<file path="config.mk">
export PLATFORM = sky130hd
export DESIGN_NAME = dsss_spreader
export DESIGN_NICKNAME = d
export VERILOG_FILES = /design/src/rtl/dsss_spreader.sv
export SDC_FILE = /design/constraint.sdc
export NUM_CORES = 1
export LEC_CHECK = 0
export ABC_AREA = 1
export BUFFER_PORTS_ARGS = -buffer_cell sky130_fd_sc_hd__buf_4
export CORE_MARGIN = 4
export CORE_UTILIZATION = 35
export DETAILED_ROUTE_END_ITERATION = 8
export PLACE_DENSITY = 0.56
export SYNTH_ARGS = -nofsm -noshare
export SYNTH_HDL_FRONTEND = slang
export SYNTH_SLANG_ARGS = --single-unit
</file>
<file path="constraint.sdc">
create_clock -name clk -period 10.8 [get_ports clk]
set_input_delay 2.16 -clock clk [delete_from_list [all_inputs] [get_ports clk]]
set_output_delay 2.16 -clock clk [all_outputs]
set_load 0.05 [all_outputs]
</file>
<file path="src/rtl/dsss_spreader.sv">
module dsss_spreader #(
  parameter int WORD_W  = 32,
  parameter int N_WORDS = 32,
  parameter int MULT    = 40503,
  parameter int ADD     = 12345
) (
  input  logic clk,
  input  logic rst_n,
  input  logic enable,
  input  logic start,
  input  logic data_in,
  input  logic data_valid,
  output logic data_ready,
  output logic carrier_out
);

  localparam int HALF   = WORD_W / 2;
  localparam int BW     = $clog2(WORD_W);
  localparam int WIDX_W = $clog2(N_WORDS);
  localparam int POS_W  = WIDX_W + 2 * BW;

  function automatic logic [WORD_W-1:0] code_word(input logic [WIDX_W-1:0] w);
    logic [HALF-1:0] m;
    m = HALF'(int'(w) * MULT + ADD);
    return {m, ~m};
  endfunction

  function automatic logic [WORD_W-1:0] pattern(input logic sel);
    return sel ? {HALF{2'b10}} : {HALF{2'b01}};
  endfunction

  logic              running;
  logic              dbit;
  logic [POS_W-1:0]  pos;
  logic [WORD_W-1:0] cword;
  logic [WORD_W-1:0] shreg;

  wire last_bit   = pos[BW-1:0] == '1;
  wire last_chip  = pos[2*BW-1:BW] == '1;
  wire period_end = pos == '1;
  wire accept     = enable && !running && start;

  wire [WIDX_W-1:0] widx_nx = pos[POS_W-1:2*BW] + 1'b1;
  wire [WORD_W-1:0] word_nx = code_word(widx_nx);
  wire [WORD_W-1:0] word_0  = code_word('0);

  wire              chip_nx  = last_chip ? word_nx[WORD_W-1] : cword[WORD_W-1];
  wire [WORD_W-1:0] cword_nx = last_chip ? {word_nx[WORD_W-2:0], 1'b0}
                                         : {cword[WORD_W-2:0], 1'b0};
  wire              take     = (accept || (running && period_end)) && data_valid;
  wire              dbit_nx  = take ? data_in : dbit;

  assign data_ready  = enable && (accept || (running && period_end));
  assign carrier_out = enable && running && shreg[0];

  always_ff @(posedge clk or negedge rst_n) begin
    if (!rst_n) begin
      running <= 1'b0;
      dbit    <= 1'b0;
      pos     <= '0;
      cword   <= '0;
      shreg   <= '0;
    end else if (!enable) begin
      running <= 1'b0;
      pos     <= '0;
      shreg   <= '0;
    end else if (accept) begin
      running <= 1'b1;
      dbit    <= dbit_nx;
      pos     <= '0;
      cword   <= {word_0[WORD_W-2:0], 1'b0};
      shreg   <= pattern(word_0[WORD_W-1] ^ dbit_nx);
    end else if (running) begin
      pos  <= pos + 1'b1;
      dbit <= dbit_nx;
      if (last_bit) begin
        cword <= cword_nx;
        shreg <= pattern(chip_nx ^ dbit_nx);
      end else begin
        shreg <= {1'b0, shreg[WORD_W-1:1]};
      end
    end
  end

  // carrier toggles every clock inside a chip
  p_toggle_in_chip_r4: assert property (@(posedge clk) disable iff (!rst_n)
    (running && enable && !last_bit) ##1 enable |-> carrier_out != $past(carrier_out));

  // ready is a single-cycle pulse while running
  p_ready_pulse_r6: assert property (@(posedge clk) disable iff (!rst_n)
    (data_ready && running) |=> !data_ready);

  // enable low returns the block to idle at tick zero
  p_disable_idle_r8: assert property (@(posedge clk) disable iff (!rst_n)
    !enable |=> (!running && pos == '0));

  // a running block stays running while enabled
  p_keep_running_r9: assert property (@(posedge clk) disable iff (!rst_n)
    (running && enable) |=> (running || !enable));

endmodule

</file>
* Word-level counts from Yosys, hierarchy flattened
Index checks and enable logic that the tools add are counted.
** Operators by class
- $add $sub $neg :: 3
- $mul :: 1
- Eq/ne operators :: 5
- Mux-type cells :: 19
- Bitwise operators :: 2
- Reduce and logical (&&, ||, !) cells :: 13
** Operator list (number)
- 32-bit two-way mux :: 10
- 15-bit two-way mux :: 3
- 16-bit by 14-bit adder with 16-bit output, second input constant :: 1
- 5-bit by 16-bit multiplier with 16-bit output, second input constant :: 1
- 16-bit NOT :: 1
- 15-bit by 1-bit adder with 15-bit output, second input constant :: 1
- 15-bit equality test, second input constant :: 1
- 5-bit equality test, second input constant :: 2
- 1-bit logical AND :: 7
- 1-bit two-way mux :: 6
- 5-bit by 1-bit adder with 5-bit output, second input constant :: 1
- 2-bit nonzero test :: 2
- 3-bit by 1-bit inequality test with 1-bit output, second input constant :: 1
- 3-bit AND reduction :: 1
- 2-bit by 1-bit inequality test with 1-bit output, second input constant :: 1
- 2-bit AND reduction :: 1
- 1-bit zero test :: 1
- 1-bit logical OR :: 1
- 1-bit XOR :: 1
** Storage, ports and cells
- Register bits :: 81
- Input bits :: 6
- Output and inout port bits :: 2
- Word-level logic and storage cells :: 48

* Longest topological paths before layout
- Depth in word-level cells :: 12
- Gate-level depth with buffers :: 29
- Gate-level depth less buffers :: 28

* Worst setup path after synthesis
No wires, ideal clock.
- Path type :: input-to-output
- Start point :: input port enable
- End point :: output port data_ready
- Data arrival time :: 3687 ps
- Data required time :: 8640 ps
- Path slack :: 4953 ps
- Cell stages on the path :: 6
- Buffers on the path :: 2
- Cell sequence :: inv_2 -> nor3_2 -> inv_2 -> buf_2 -> buf_4 -> a21oi_1
** Between the ends
- Cells in the longest elaborated chain, start to end :: 4
** Ends and longest elaborated chain
- from (decl) :: RTL line 9 : input logic enable,
- 1-bit logical AND (2 in a row) :: RTL line 41 : wire accept = enable && !running && start;
- 1-bit logical OR :: RTL line 53 : assign data_ready = enable && (accept || (running && period_end));
- 1-bit logical AND (*) :: RTL line 53
- to (decl) :: RTL line 13 : output logic data_ready,
Every way passes the cells marked *; elsewhere a longest branch is shown, timed or not.

* Final worst setup path
Same ends and word-level chain as after synthesis.

==> key figures <==
Run status
  • Status: finished, final reports clean

Place
  • Dpl cell area: 5683 um^2
  • PortBufs: 7
  • Hpwl dp: 8231 um
  • Placer Congestion: 0.8016
  • Post-Place Worst Slack: 5.274 ns

Clocking
  • CTS Root Cell: clkbuf_16
  • Cts repair resizes: 0
  • Clock latency on the worst-skew pair: 0.34 ns
  • CTS Hold Bufs: 0
  • H-tree Lvls: 3
  • CTS sink cnt: 80
  • Clock transition at path regs: 0.06 ns
  • Post-CTS setup buffers: 0
  • Inserted Clock Buffers: 9
  • CTS tree: yes
  • Maximum root-to-sink buffer count: 2

Yosys
  • Ys async rst share: 1.000
  • Mapped Avg Cell Area: 7.759 um^2
  • Main flop type after synthesis: dfrtp_1
  • Synth warn: 0
  • Post-synth net total: 759
  • Flops & latches, synth: 80
  • Seq/Total Area, Yosys: 0.3655
  • Cell Area, Synth: 5478 um^2
  • Yosys cell types: 45
  • Synthesized instance count: 706
  • EDFF count, synth: 0

Setup path
  • R2R Setup Slk: 5.82 ns
  • Crit path max fanout: 21
  • CP arrival: 3.35 ns
  • Crit path launch type: input port
  • Reg2reg path depth: 24
  • Worst path required time: 8.64 ns
  • Crit Reg-Reg Endpoint: shreg[31]$_DFFE_PN0P_
  • Crit end category: output pin
  • Kind of critical path: input port to output pin
  • Reg2reg start: pos[10]$_DFFE_PN0P_

Floorplanning
  • Starting Density: 0.3590
  • Rows: 45
  • Die Y: 133.1 um
  • Die area: 17720 um^2
  • # IOs: 8
  • Die W: 133.1 um
  • CORE AREA: 15260 um^2

STA
  • Slew HR: 0.3076
  • Worst-Margin Slew: 1.039 ns
  • Final Skew: 0.01064 ns
  • Final setup violation count: 0
  • RSZ-0062 raised after global routing: false
  • Slew Viols, Final: 0
  • Maximum clock frequency: 181.3 MHz
  • Tmin final: 5.515 ns
  • Setup TNS: 0 ns
  • Setup WS post-layout: 5.285 ns
  • Final Hold Viols: 0
  • Period utilization: 0.5106
  • Worst Hold Margin: 0.4799 ns

Finish
  • N_diodes: 0
  • Share of layout cells above drive strength 1: 0.1044
  • Final net count: 757
  • Area grow syn2layout: 8.908%
  • Design area: 5966 um^2

Drt
  • Drt pass-1 iters: 5
  • Via count: 4479
  • Total wire length: 12000 um
  • DRC violations left: 0
  • Detail Route Antenna Nets: 0
  • Routed WL per cell: 13.04 um
  • DRT iter0 DRCs: 288
  • Vias/cell: 4.868

Global route
  • Initial antenna violation count: 0
  • Largest net degree at the start of global routing: 81
  • GRT Overall Usage: 0.1463
  • Vias in the first global route: 4506
  • First-pass GRT wire length: 21670 um
  • Grt ovf: 0

Hold path
  • Hold depth: 2
  • Hold Crit Start: shreg[18]$_DFFE_PN0P_
  • WHS Endpoint: shreg[18]$_DFFE_PN0P_
  • Hold Crit Class: flip-flop to flip-flop

Run
  • Max Cap Viol: 0

Power and ir drop
  • LEAKAGE: 3.086 nW
  • Pwr per Cell Area: 109.7 nW/um^2
  • Maximum VDD drop: 0.07140 mV
[metrics by stage]
| stage | std cells | utilization | power, mW |
|---|---|---|---|
| 3_5_place_dp | 904 | 0.3724 | 0.3712 |
| 2_1_floorplan | 706 | - | 0.3548 |
| 3_3_place_gp | 904 | 0.3724 | 0.3700 |
| 5_1_grt | 920 | 0.3910 | 0.6876 |
| 4_1_cts | 920 | 0.3910 | 0.6658 |
| 6_report | 920 | 0.3910 | 0.6545 |
[registers in the layout, indices dropped and copies added (netlist names)]
| register | flops |
|---|---|
| cword | 31 |
| dbit | 1 |
| pos | 15 |
| running | 1 |
| shreg | 32 |
[kinds of logic after synthesis]
logic type	share of synthesized area
AOI/OAI and AO/OA	0.1412
xor gates and xnor gates	0.01599
adders and majority gates	0.1197
buffers and inverters	0.1094
DFF	0.3655
and+or+nand+nor	0.2483
[synthesized netlist by cell type, types with 3 or more instances]
| library cell | n | area share |
|---|---|---|
| nand2_1 | 182 | 0.12 |
| inv_1 | 110 | 0.075 |
| dfrtp_1 | 80 | 0.37 |
| nor2_1 | 46 | 0.032 |
| o21ai_0 | 40 | 0.037 |
| a21oi_1 | 39 | 0.036 |
| ha_1 | 38 | 0.087 |
| nand3_1 | 33 | 0.030 |
| nand3_2 | 12 | 0.022 |
| clkbuf_1 | 11 | 0.0075 |
| nor3_1 | 10 | 0.0091 |
| o211ai_1 | 10 | 0.014 |
| o211ai_2 | 10 | 0.023 |
| fa_1 | 9 | 0.033 |
| nand2_2 | 9 | 0.010 |
| buf_4 | 6 | 0.0082 |
| o22ai_1 | 6 | 0.0069 |
| xnor2_1 | 5 | 0.0080 |
| xor2_1 | 5 | 0.0080 |
| buf_2 | 4 | 0.0037 |
| inv_2 | 4 | 0.0027 |
| clkinv_1 | 3 | 0.0021 |
| nand4_1 | 3 | 0.0034 |
[critical path, stage by stage]
cell and delay [ns]:
buf_4 0.11, inv_2 0.06, nor3_2 0.30, inv_2 0.27
a21oi_1 0.22, buf_4 0.22
[area by class of cell]
class	instances	area, um^2
tap	211	264.0
sequential	80	2002
inverter	118	445.4
timing repair buffer	12	90.09
multi-input combinational	483	2882
clock inverter	5	40.04
clock buffer	11	242.7
fill	1602	9293
[layout by cell type (no fill, tap or decap), types with 3 or more instances in the layout]
| cell | netlist | layout |
|---|---|---|
| xnor2_1 | 5 | 5 |
| inv_2 | 4 | 4 |
| clkinvlp_4 | 0 | 3 |
| nand4_1 | 3 | 3 |
| dfrtp_1 | 80 | 80 |
| nand3_2 | 12 | 12 |
| clkinv_1 | 3 | 3 |
| ha_1 | 38 | 38 |
| nand3_1 | 33 | 33 |
| nor3_1 | 10 | 9 |
| nor2_1 | 46 | 46 |
| o211ai_2 | 10 | 10 |
| o22ai_1 | 6 | 6 |
| xor2_1 | 5 | 5 |
| nand2_2 | 9 | 9 |
| a21oi_1 | 39 | 39 |
| o211ai_1 | 10 | 10 |
| buf_4 | 6 | 12 |
| o21ai_0 | 40 | 40 |
| nand2_1 | 182 | 182 |
| inv_1 | 110 | 110 |
| fa_1 | 9 | 9 |
| clkbuf_16 | 0 | 9 |
[power by group]
part	switching, mW	total, mW	internal [mW]
clock	0.127	0.290	0.163
sequential	0.00460	0.314	0.310
combinational	0.0353	0.0503	0.0150
[layer usage]
metal / track usage / vias to the layer above / wire length [um]
met5: 0 / - / 0
met2: 0.2376 / 43 / 5631
met4: 0.04800 / 0 / 192
met3: 0.02795 / 16 / 300
li1: - / 2260 / -
met1: 0.1975 / 2160 / 5876
[worst max path at each step]
| stage | from | end | slack, ns | cells after the start |
|---|---|---|---|---|
| floorplan | enable | data_ready | 4.95 | 6 |
| finish | enable | data_ready | 5.29 | 6 |
| global route | enable | data_ready | 5.18 | 6 |
| CTS | enable | data_ready | 5.27 | 6 |
| detailed placement | enable | data_ready | 5.27 | 6 |
| global placement | enable | data_ready | 5.32 | 6 |
(Power assumes the default switching activity.)
